`src/rtl/posterior_divfb.sv`:
```
module posterior_divfb #(
  parameter int PW = 8,
  parameter int WIN = 128,
  parameter int ITERS = 20,
  parameter logic [PW-1:0] SEED = 8'hA5,
  parameter logic [PW-1:0] TAPS = 8'hB8
) (
  input  logic          clk,
  input  logic          rst_n,
  input  logic          start,
  input  logic          a_bit,
  input  logic          b_bit,
  input  logic          inv_a,
  input  logic          inv_b,
  output logic [PW-1:0] prob_o,
  output logic          done_o
);
  localparam int CW = $clog2(WIN + 1);
  localparam int IW = $clog2(ITERS);
  localparam int SH = 15 + $clog2(WIN) - PW;
  localparam int XW = CW + 18;
  localparam logic [PW-1:0] HALF = {1'b1, {(PW-1){1'b0}}};
  localparam logic signed [XW-1:0] PMAX_S = XW'((1 << PW) - 1);

  logic          busy;
  logic [PW-1:0] p, lfsr;
  logic [CW-1:0] win_cnt, num, fb;
  logic [IW-1:0] it;

  function automatic logic [15:0] eta_of(input logic [IW-1:0] n);
    case (int'(n))
      0: eta_of = 16'd32768;  1: eta_of = 16'd28204;  2: eta_of = 16'd24275;
      3: eta_of = 16'd20894;  4: eta_of = 16'd17983;  5: eta_of = 16'd15479;
      6: eta_of = 16'd13322;  7: eta_of = 16'd11467;  8: eta_of = 16'd9870;
      9: eta_of = 16'd8495;   10: eta_of = 16'd7312;  11: eta_of = 16'd6293;
      12: eta_of = 16'd5417;  13: eta_of = 16'd4662;  14: eta_of = 16'd4013;
      15: eta_of = 16'd3454;  16: eta_of = 16'd2973;  17: eta_of = 16'd2559;
      18: eta_of = 16'd2202;  19: eta_of = 16'd1895;
      default: eta_of = 16'd0;
    endcase
  endfunction

  wire ae   = a_bit ^ inv_a;
  wire be   = b_bit ^ inv_b;
  wire peri = lfsr < p;
  wire last_smp = busy && (win_cnt == CW'(WIN - 1));
  wire last_it  = (it == IW'(ITERS - 1));

  wire [CW-1:0] num_nx = num + {{(CW-1){1'b0}}, ae & be};
  wire [CW-1:0] fb_nx  = fb + {{(CW-1){1'b0}}, be & peri};

  logic signed [CW:0]    diff;
  logic signed [XW-1:0]  prod, sum;
  logic [PW-1:0]         p_new;

  always_comb begin
    diff = $signed({1'b0, num_nx}) - $signed({1'b0, fb_nx});
    prod = diff * $signed({1'b0, eta_of(it)});
    sum  = $signed({{(XW-PW){1'b0}}, p}) + (prod >>> SH);
    if (sum < 0)           p_new = '0;
    else if (sum > PMAX_S) p_new = '1;
    else                   p_new = sum[PW-1:0];
  end

  always_ff @(posedge clk or negedge rst_n) begin
    if (!rst_n) begin
      busy <= 1'b0; p <= HALF; lfsr <= SEED;
      win_cnt <= '0; num <= '0; fb <= '0; it <= '0; done_o <= 1'b0;
    end else begin
      done_o <= 1'b0;
      if (!busy) begin
        if (start) begin
          busy <= 1'b1; p <= HALF; lfsr <= SEED;
          win_cnt <= '0; num <= '0; fb <= '0; it <= '0;
        end
      end else begin
        lfsr <= {lfsr[PW-2:0], ^(lfsr & TAPS)};
        if (last_smp) begin
          p <= p_new;
          win_cnt <= '0; num <= '0; fb <= '0;
          it <= it + IW'(1);
          if (last_it) begin
            busy <= 1'b0;
            done_o <= 1'b1;
          end
        end else begin
          win_cnt <= win_cnt + CW'(1);
          num <= num_nx;
          fb <= fb_nx;
        end
      end
    end
  end

  assign prob_o = p;


  start_load_chk: assert property (@(posedge clk) disable iff (!rst_n)
    (start && !busy) |=> (busy && prob_o == HALF));

  mid_window_hold_chk: assert property (@(posedge clk) disable iff (!rst_n)
    (busy && !last_smp) |=> $stable(prob_o));

  done_pulse_chk: assert property (@(posedge clk) disable iff (!rst_n)
    done_o |=> !done_o);

  done_ends_run_chk: assert property (@(posedge clk) disable iff (!rst_n)
    done_o |-> (!busy && $past(busy)));

  idle_hold_chk: assert property (@(posedge clk) disable iff (!rst_n)
    (!busy && !start) |=> $stable(prob_o));
endmodule

```
`config.mk`:
```
export PLATFORM = sky130hd
export DESIGN_NAME = posterior_divfb
export DESIGN_NICKNAME = d
export VERILOG_FILES = /design/src/rtl/posterior_divfb.sv
export SDC_FILE = /design/constraint.sdc
export NUM_CORES = 1
export LEC_CHECK = 0
export ABC_CLOCK_PERIOD_IN_PS = 24900
export BUFFER_PORTS_ARGS = -buffer_cell sky130_fd_sc_hd__buf_2
export CORE_MARGIN = 2
export CORE_UTILIZATION = 60
export DETAILED_ROUTE_END_ITERATION = 6
export PLACE_DENSITY = 0.77
export RECOVER_POWER = 25
export SYNTH_ARGS = -nofsm -noshare
export SYNTH_HDL_FRONTEND = slang
export SYNTH_SLANG_ARGS = --single-unit
```
`constraint.sdc`:
```
create_clock -name clk -period 24.9 [get_ports clk]
set_clock_uncertainty 0.05 [all_clocks]
set_input_delay 1.245 -clock clk [delete_from_list [all_inputs] [get_ports clk]]
set_output_delay 1.245 -clock clk [all_outputs]
set_load 0.03 [all_outputs]
```
Word level (Yosys, flattened, before mapping)
Memory sizes are Yosys's and may differ from the RTL's.
Cells that the tools add are included.
{"block": "word_totals", "wordCells": 54, "mem_bits_ro": 512, "register_bits": 47, "out_inout_bits": 9, "mem_count": 1}
{"memory": "(no name shown)", "words": 32, "word_bits": 16, "rd": 1, "rd_clocked_by_memory_dff": 0, "wr": 0, "line": "31", "text": "case (int'(n))"}
{"block": "classes", "eq_ne": 3, "order_cmp": 3, "muxes": 24, "addsub": 6, "bitwise": 4, "multipliers": 1, "n_reduce_logical": 4}
{"operator": "two-way mux 8 bit", "count": 14}
{"operator": "multiplier 9 x 17 -> 26 bit", "count": 1}
{"operator": "adder 8 x 1 -> 8 bit", "count": 2}
{"operator": "two-way mux 5 bit", "count": 3}
{"operator": "adder 9 x 12 -> 13 bit", "count": 1}
{"operator": "> comparator 13 x 9 -> 1 bit (second input constant)", "count": 1}
{"operator": "less-than comparator 13 x 1 -> 1 bit (second input constant)", "count": 1}
{"operator": "subtractor 8 x 8 -> 9 bit", "count": 1}
{"operator": "adder 8 x 1 -> 8 bit (second input constant)", "count": 1}
{"operator": "== test 8 x 7 -> 1 bit (second input constant)", "count": 1}
{"operator": "less-than comparator 8 bit", "count": 1}
{"operator": "parity 8 bit", "count": 1}
{"operator": "two-way mux 1 bit", "count": 7}
{"operator": "adder 5 x 1 -> 5 bit (second input constant)", "count": 1}
{"operator": "== test 5 bit (second input constant)", "count": 1}
{"operator": "AND 1 bit", "count": 2}
{"operator": "inequality test 2 x 1 -> 1 bit (second input constant)", "count": 1}
{"operator": "AND reduction 2 bit", "count": 1}
{"operator": "nonzero test 2 bit", "count": 1}
{"operator": "bitwise XOR 1 bit", "count": 2}
{"operator": "logical AND 1 bit", "count": 1}

Longest topological paths before layout
{"block": "logic_depth", "depth_word": 11, "ltp_mapped": 49}

Worst setup path after synthesis
OpenSTA, ideal clock, no wires.
{"block": "synth_path", "kind": "register -> register", "start": "register p[1], in the netlist prob_o[1]", "end": "register p[0], in the netlist prob_o[0]", "path_slack_ns": 14.352, "synth_period_minus_slack_ns": 10.548, "stages_incl_launch_ff": 47, "n_path_buf": 0, "required_ns": 24.724, "arrival_time_ns": 10.372, "path_cell_list": "dfrtp_1 inv_1 ha_1 a21o_1 a21o_1 a21o_1 a21oi_1 nor2b_1 o21ai_0 nand2b_1 a211oi_1 ha_1 ha_1 inv_1 ha_1 nor2b_1 o21ai_0 nand2b_1 [11 not listed] fa_1 ha_1 nand4_2 or4_4 o31ai_4 a2bb2oi_1 a21o_1 a21oi_1 xnor2_1 ha_1 nand3_1 o2111ai_1 a21oi_1 inv_1 a211o_1 mux2i_1 a221oi_2 a221o_1"}
{"block": "synth_via", "elab_chain_len": 11, "word_cells_on_any_way": 12, "cone_classes": "add/sub (3); mul (1); order compare (3); mux (4); bitwise (1)"}
{"item": "start, declared", "line": "26", "text": "logic [PW-1:0] p, lfsr;"}
{"item": "start signal, assigned", "line": "79", "text": "p <= p_new;"}
{"item": "less-than comparator 8 bit", "line": "45", "text": "wire peri = lfsr < p;"}
{"item": "AND 1 bit", "line": "50", "text": "wire [CW-1:0] fb_nx = fb + {{(CW-1){1'b0}}, be & peri};"}
{"item": "adder 8 x 1 -> 8 bit", "line": "50"}
{"item": "subtractor 8 x 8 -> 9 bit", "line": "57", "text": "diff = $signed({1'b0, num_nx}) - $signed({1'b0, fb_nx});"}
{"item": "multiplier 9 x 17 -> 26 bit", "line": "58", "text": "prod = diff * $signed({1'b0, eta_of(it)});"}
{"item": "adder 9 x 12 -> 13 bit *", "line": "59", "text": "sum = $signed({{(XW-PW){1'b0}}, p}) + (prod >>> SH);"}
{"item": "> comparator 13 x 9 -> 1 bit", "line": "61", "text": "else if (sum > PMAX_S) p_new = '1;"}
{"item": "two-way mux 8 bit", "line": "61"}
{"item": "two-way mux 8 bit *", "line": "60", "text": "if (sum < 0) p_new = '0;"}
{"item": "two-way mux 8 bit *", "line": "78", "text": "if (last_smp) begin"}
{"item": "two-way mux 8 bit *", "line": "71", "text": "if (!busy) begin"}
Mark *: on every way between the ends. The rest lies on a longest branch, timed or not. The select of a mux whose other input is x is not followed.
A chain may end at the register's enable or synchronous reset.

Worst setup path in the final report
{"block": "layout_path", "start": "register p[1], in the netlist prob_o[1]", "end": "register p[2], in the netlist prob_o[2]"}
Same word-level chain as after synthesis.

==> results.sh <==
export IMPL_max_freq_mhz=82.4
export IMPL_worst_path_largest_cell_delay_ns=1.05
export IMPL_vias=6465
export IMPL_dp_hpwl_um=14600
export IMPL_synth_seq_cells=47
export IMPL_cts_sinks=47
export IMPL_worstSkewPairLatency_ns=0.29
export IMPL_cts_root_buf="clkbuf_16"
export IMPL_totalWireLength_um=18100
export IMPL_area_delta_synth_final_pct=4.72
export IMPL_critPathArrivalTime_ns=12.31
export IMPL_outcome="complete, but fails checks"
export IMPL_n_antenna_cell=0
export IMPL_seq_area_frac_synth=0.144
export IMPL_final_cells=1105
export IMPL_start_util=0.616
export IMPL_syn_area_um2=8190
export IMPL_relSlewSlack=-0.639
export IMPL_synth_adder_area_share=0.403
export IMPL_synth_xor_xnor_area_share=0.0533
export IMPL_maxCapViolCount=1
export IMPL_vias_per_cell=5.85
export IMPL_cts_buffers=5
export IMPL_synth_edf_count=0
export IMPL_rsz0062_at_grt="no"
export IMPL_grt_pass1_vias=6482
export IMPL_route_detailed_drc=0
export IMPL_htreeDepth=2
export IMPL_async_reset_ff_frac=1.00
export IMPL_firstDrtPassIters=5
export IMPL_wl_per_cell_um=16.4
export IMPL_hold_viol=0
export IMPL_synthFlopType="dfrtp_1"
export IMPL_die_w_um=121
export IMPL_design_core_area_um2=13300
export IMPL_cts_tree="yes"
export IMPL_nets=1139
export IMPL_violations="capacitance limit, slew limit"
export IMPL_cts_resized_gates=0
export IMPL_fill_cells=1140
export IMPL_cpMaxStageDelayCell="xor2_1"
export IMPL_synth_top_family_by_area="adder cells"
export IMPL_portBuffers=15
export IMPL_grt_usage=0.269
export IMPL_synth_nets=1137
export IMPL_cts_hold_buffers=0
export IMPL_ant_nets=0
export IMPL_critical_path_max_fanout=16
export IMPL_clk_pin_slew_worst_paths_ns=0.06
export IMPL_worst_slew_pin_slew_ns=2.46
export IMPL_hp_class="register to register"
export IMPL_finalSetupViolCount=0
export IMPL_start_kind="register"
export IMPL_drive_gt1_frac=0.0818
export IMPL_die_y_um=121
export IMPL_drv_slew=48
export IMPL_syn_area_per_cell_um2=8.84
export IMPL_synth_warnings=0
export IMPL_worstSetupPathType="register to register"
export IMPL_cts_buffer_depth=2
export IMPL_globalplace_congestion=0.910
export IMPL_muxShareOfSynthArea=0.00611
export IMPL_placed_cells=1097
export IMPL_rows=42
export IMPL_dr_first_iter_drc_count=417
export IMPL_synth_compound_area_frac=0.141
export IMPL_critical_path_required_ns=25.08
export IMPL_fin_crit_ns=12.13
export IMPL_finalSetupTns_ns=0
export IMPL_end_kind="register"
export IMPL_postSynthCellCount=926
export IMPL_yosys_area_share_simple=0.193
export IMPL_fin_crit_sh=0.487
export IMPL_cpMostUsedCell="a21o_1"
export IMPL_die_area_um2=14600
export IMPL_io_pins=16
export IMPL_ys_types=75
export IMPL_grt_max_degree=48
export IMPL_cts_setup_buffers=0
export IMPL_antenna_found_initial=0
export IMPL_grt_ovfl_total=0
export IMPL_grt_pass1_wl_um=31600
==> layout make-up <==
class | count | area (µm²) | area share
Clock buffer | 5 | 125 | 0.0146
Tap cell | 176 | 220 | 0.0257
Timing Repair Buffer | 24 | 140 | 0.0163
Clock inverter | 3 | 15.0 | 0.00175
Inverter | 97 | 364 | 0.0425
Sequential cell | 47 | 1180 | 0.138
Multi-Input combinational cell | 753 | 6530 | 0.761
==> synthesized netlist by cell type (3+ instances only) <==
library cell  instances  area [µm²]
nor2_1              105         394
ha_1                104        1300
fa_1                100        2000
inv_1                95         357
nand2_1              81         304
o21ai_0              44         220
a21oi_1              43         215
dfrtp_1              42        1050
nand2b_1             38         238
xnor2_1              29         254
clkbuf_1             25        93.8
or2_2                23         144
xor2_1               19         166
nand3_1              16        80.1
a21o_1               15         113
nor2b_1              11        68.8
nor3_1               11        55.1
and2_1                9        56.3
a221o_1               8        80.1
a22o_1                8        70.1
and3_1                7        43.8
a31oi_1               5        31.3
dfstp_2               5         131
mux2i_1               5        50.1
nor4_1                4        25.0
or3_1                 4        25.0
buf_4                 3        22.5
o211ai_1              3        22.5
o21a_1                3        22.5
o21ai_1               3        15.0
==> stage by stage <==
stage / hold WS (ns) / worst slack, ns / cell area, µm² / util
floorplan: 0.406 / 14.35 / 8190 / -
global placement: 0.418 / 13.14 / 8440 / 0.635
detailed placement: 0.437 / 12.83 / 8440 / 0.635
CTS: 0.451 / 12.78 / 8580 / 0.645
global route: 0.484 / 11.99 / 8580 / 0.645
finish: 0.443 / 12.77 / 8580 / 0.645
==> state kept, by name, summed over array words and instances, names as in the netlist <==
signal   count
done_o       1
num          8
win_cnt      8
fb           8
prob_o       8
busy         1
it           5
lfsr         8
==> critical path, delay by kind of cell, from the launching register on <==
kind	cells	cell delay, ns
fa+ha+maj	11	4.20
xor+xnor	2	1.12
simple gates	10	2.04
compound gates	19	4.03
buf+inv	3	0.20
flops	1	0.43
==> layer usage <==
metal | vias up | routed length, µm | GRT usage
met5 | - | 0 | 0
li1 | 3094 | - | -
met2 | 135 | 8800 | 0.447
met3 | 21 | 858 | 0.0325
met4 | 0 | 256 | 0.0538
met1 | 3215 | 8170 | 0.382
==> final timing paths <==
path                       cells past startpoint  slack, ns             startpoint               endpoint
max in group asynchronous                      1      21.75                  rst_n      fb[6]$_DFFE_PN0P_
min in group asynchronous                      1       1.65                  rst_n    lfsr[1]$_DFFE_PN0P_
hold / removal                                 2       0.44     num[0]$_DFFE_PN0P_     num[0]$_DFFE_PN0P_
setup / recovery                              45      12.77  prob_o[1]$_DFFE_PN0P_  prob_o[2]$_DFFE_PN0P_
setup reg to reg                              45      12.77  prob_o[1]$_DFFE_PN0P_  prob_o[2]$_DFFE_PN0P_
hold reg to reg                                2       0.44     num[0]$_DFFE_PN0P_     num[0]$_DFFE_PN0P_
==> cells by family (layout without fill, tap and decap cells) <==
| kind of cell | Yosys count | after routing |
|---|---|---|
| fa+ha+maj | 204 | 204 |
| mux | 5 | 5 |
| buf+inv | 126 | 129 |
| compound gates | 169 | 169 |
| flops | 47 | 47 |
| simple gates | 326 | 326 |
| xor+xnor | 49 | 49 |
==> placed cells by master (no fill, tap or decap), drive strengths merged, types with 11 or more instances in the layout <==
| cell type | n |
|---|---|
| xnor2 | 30 |
| dfrtp | 42 |
| o21ai | 49 |
| inv | 95 |
| a21oi | 44 |
| fa | 100 |
| nor2b | 11 |
| nor3 | 12 |
| a21o | 15 |
| xor2 | 19 |
| nor2 | 107 |
| buf | 22 |
| or2 | 24 |
| nand2b | 38 |
| nand3 | 16 |
| nand2 | 81 |
| ha | 104 |
Power is left out: the tool's default activity adds up to more than one toggle a clock period on the data nets, which glitch-free logic cannot reach.
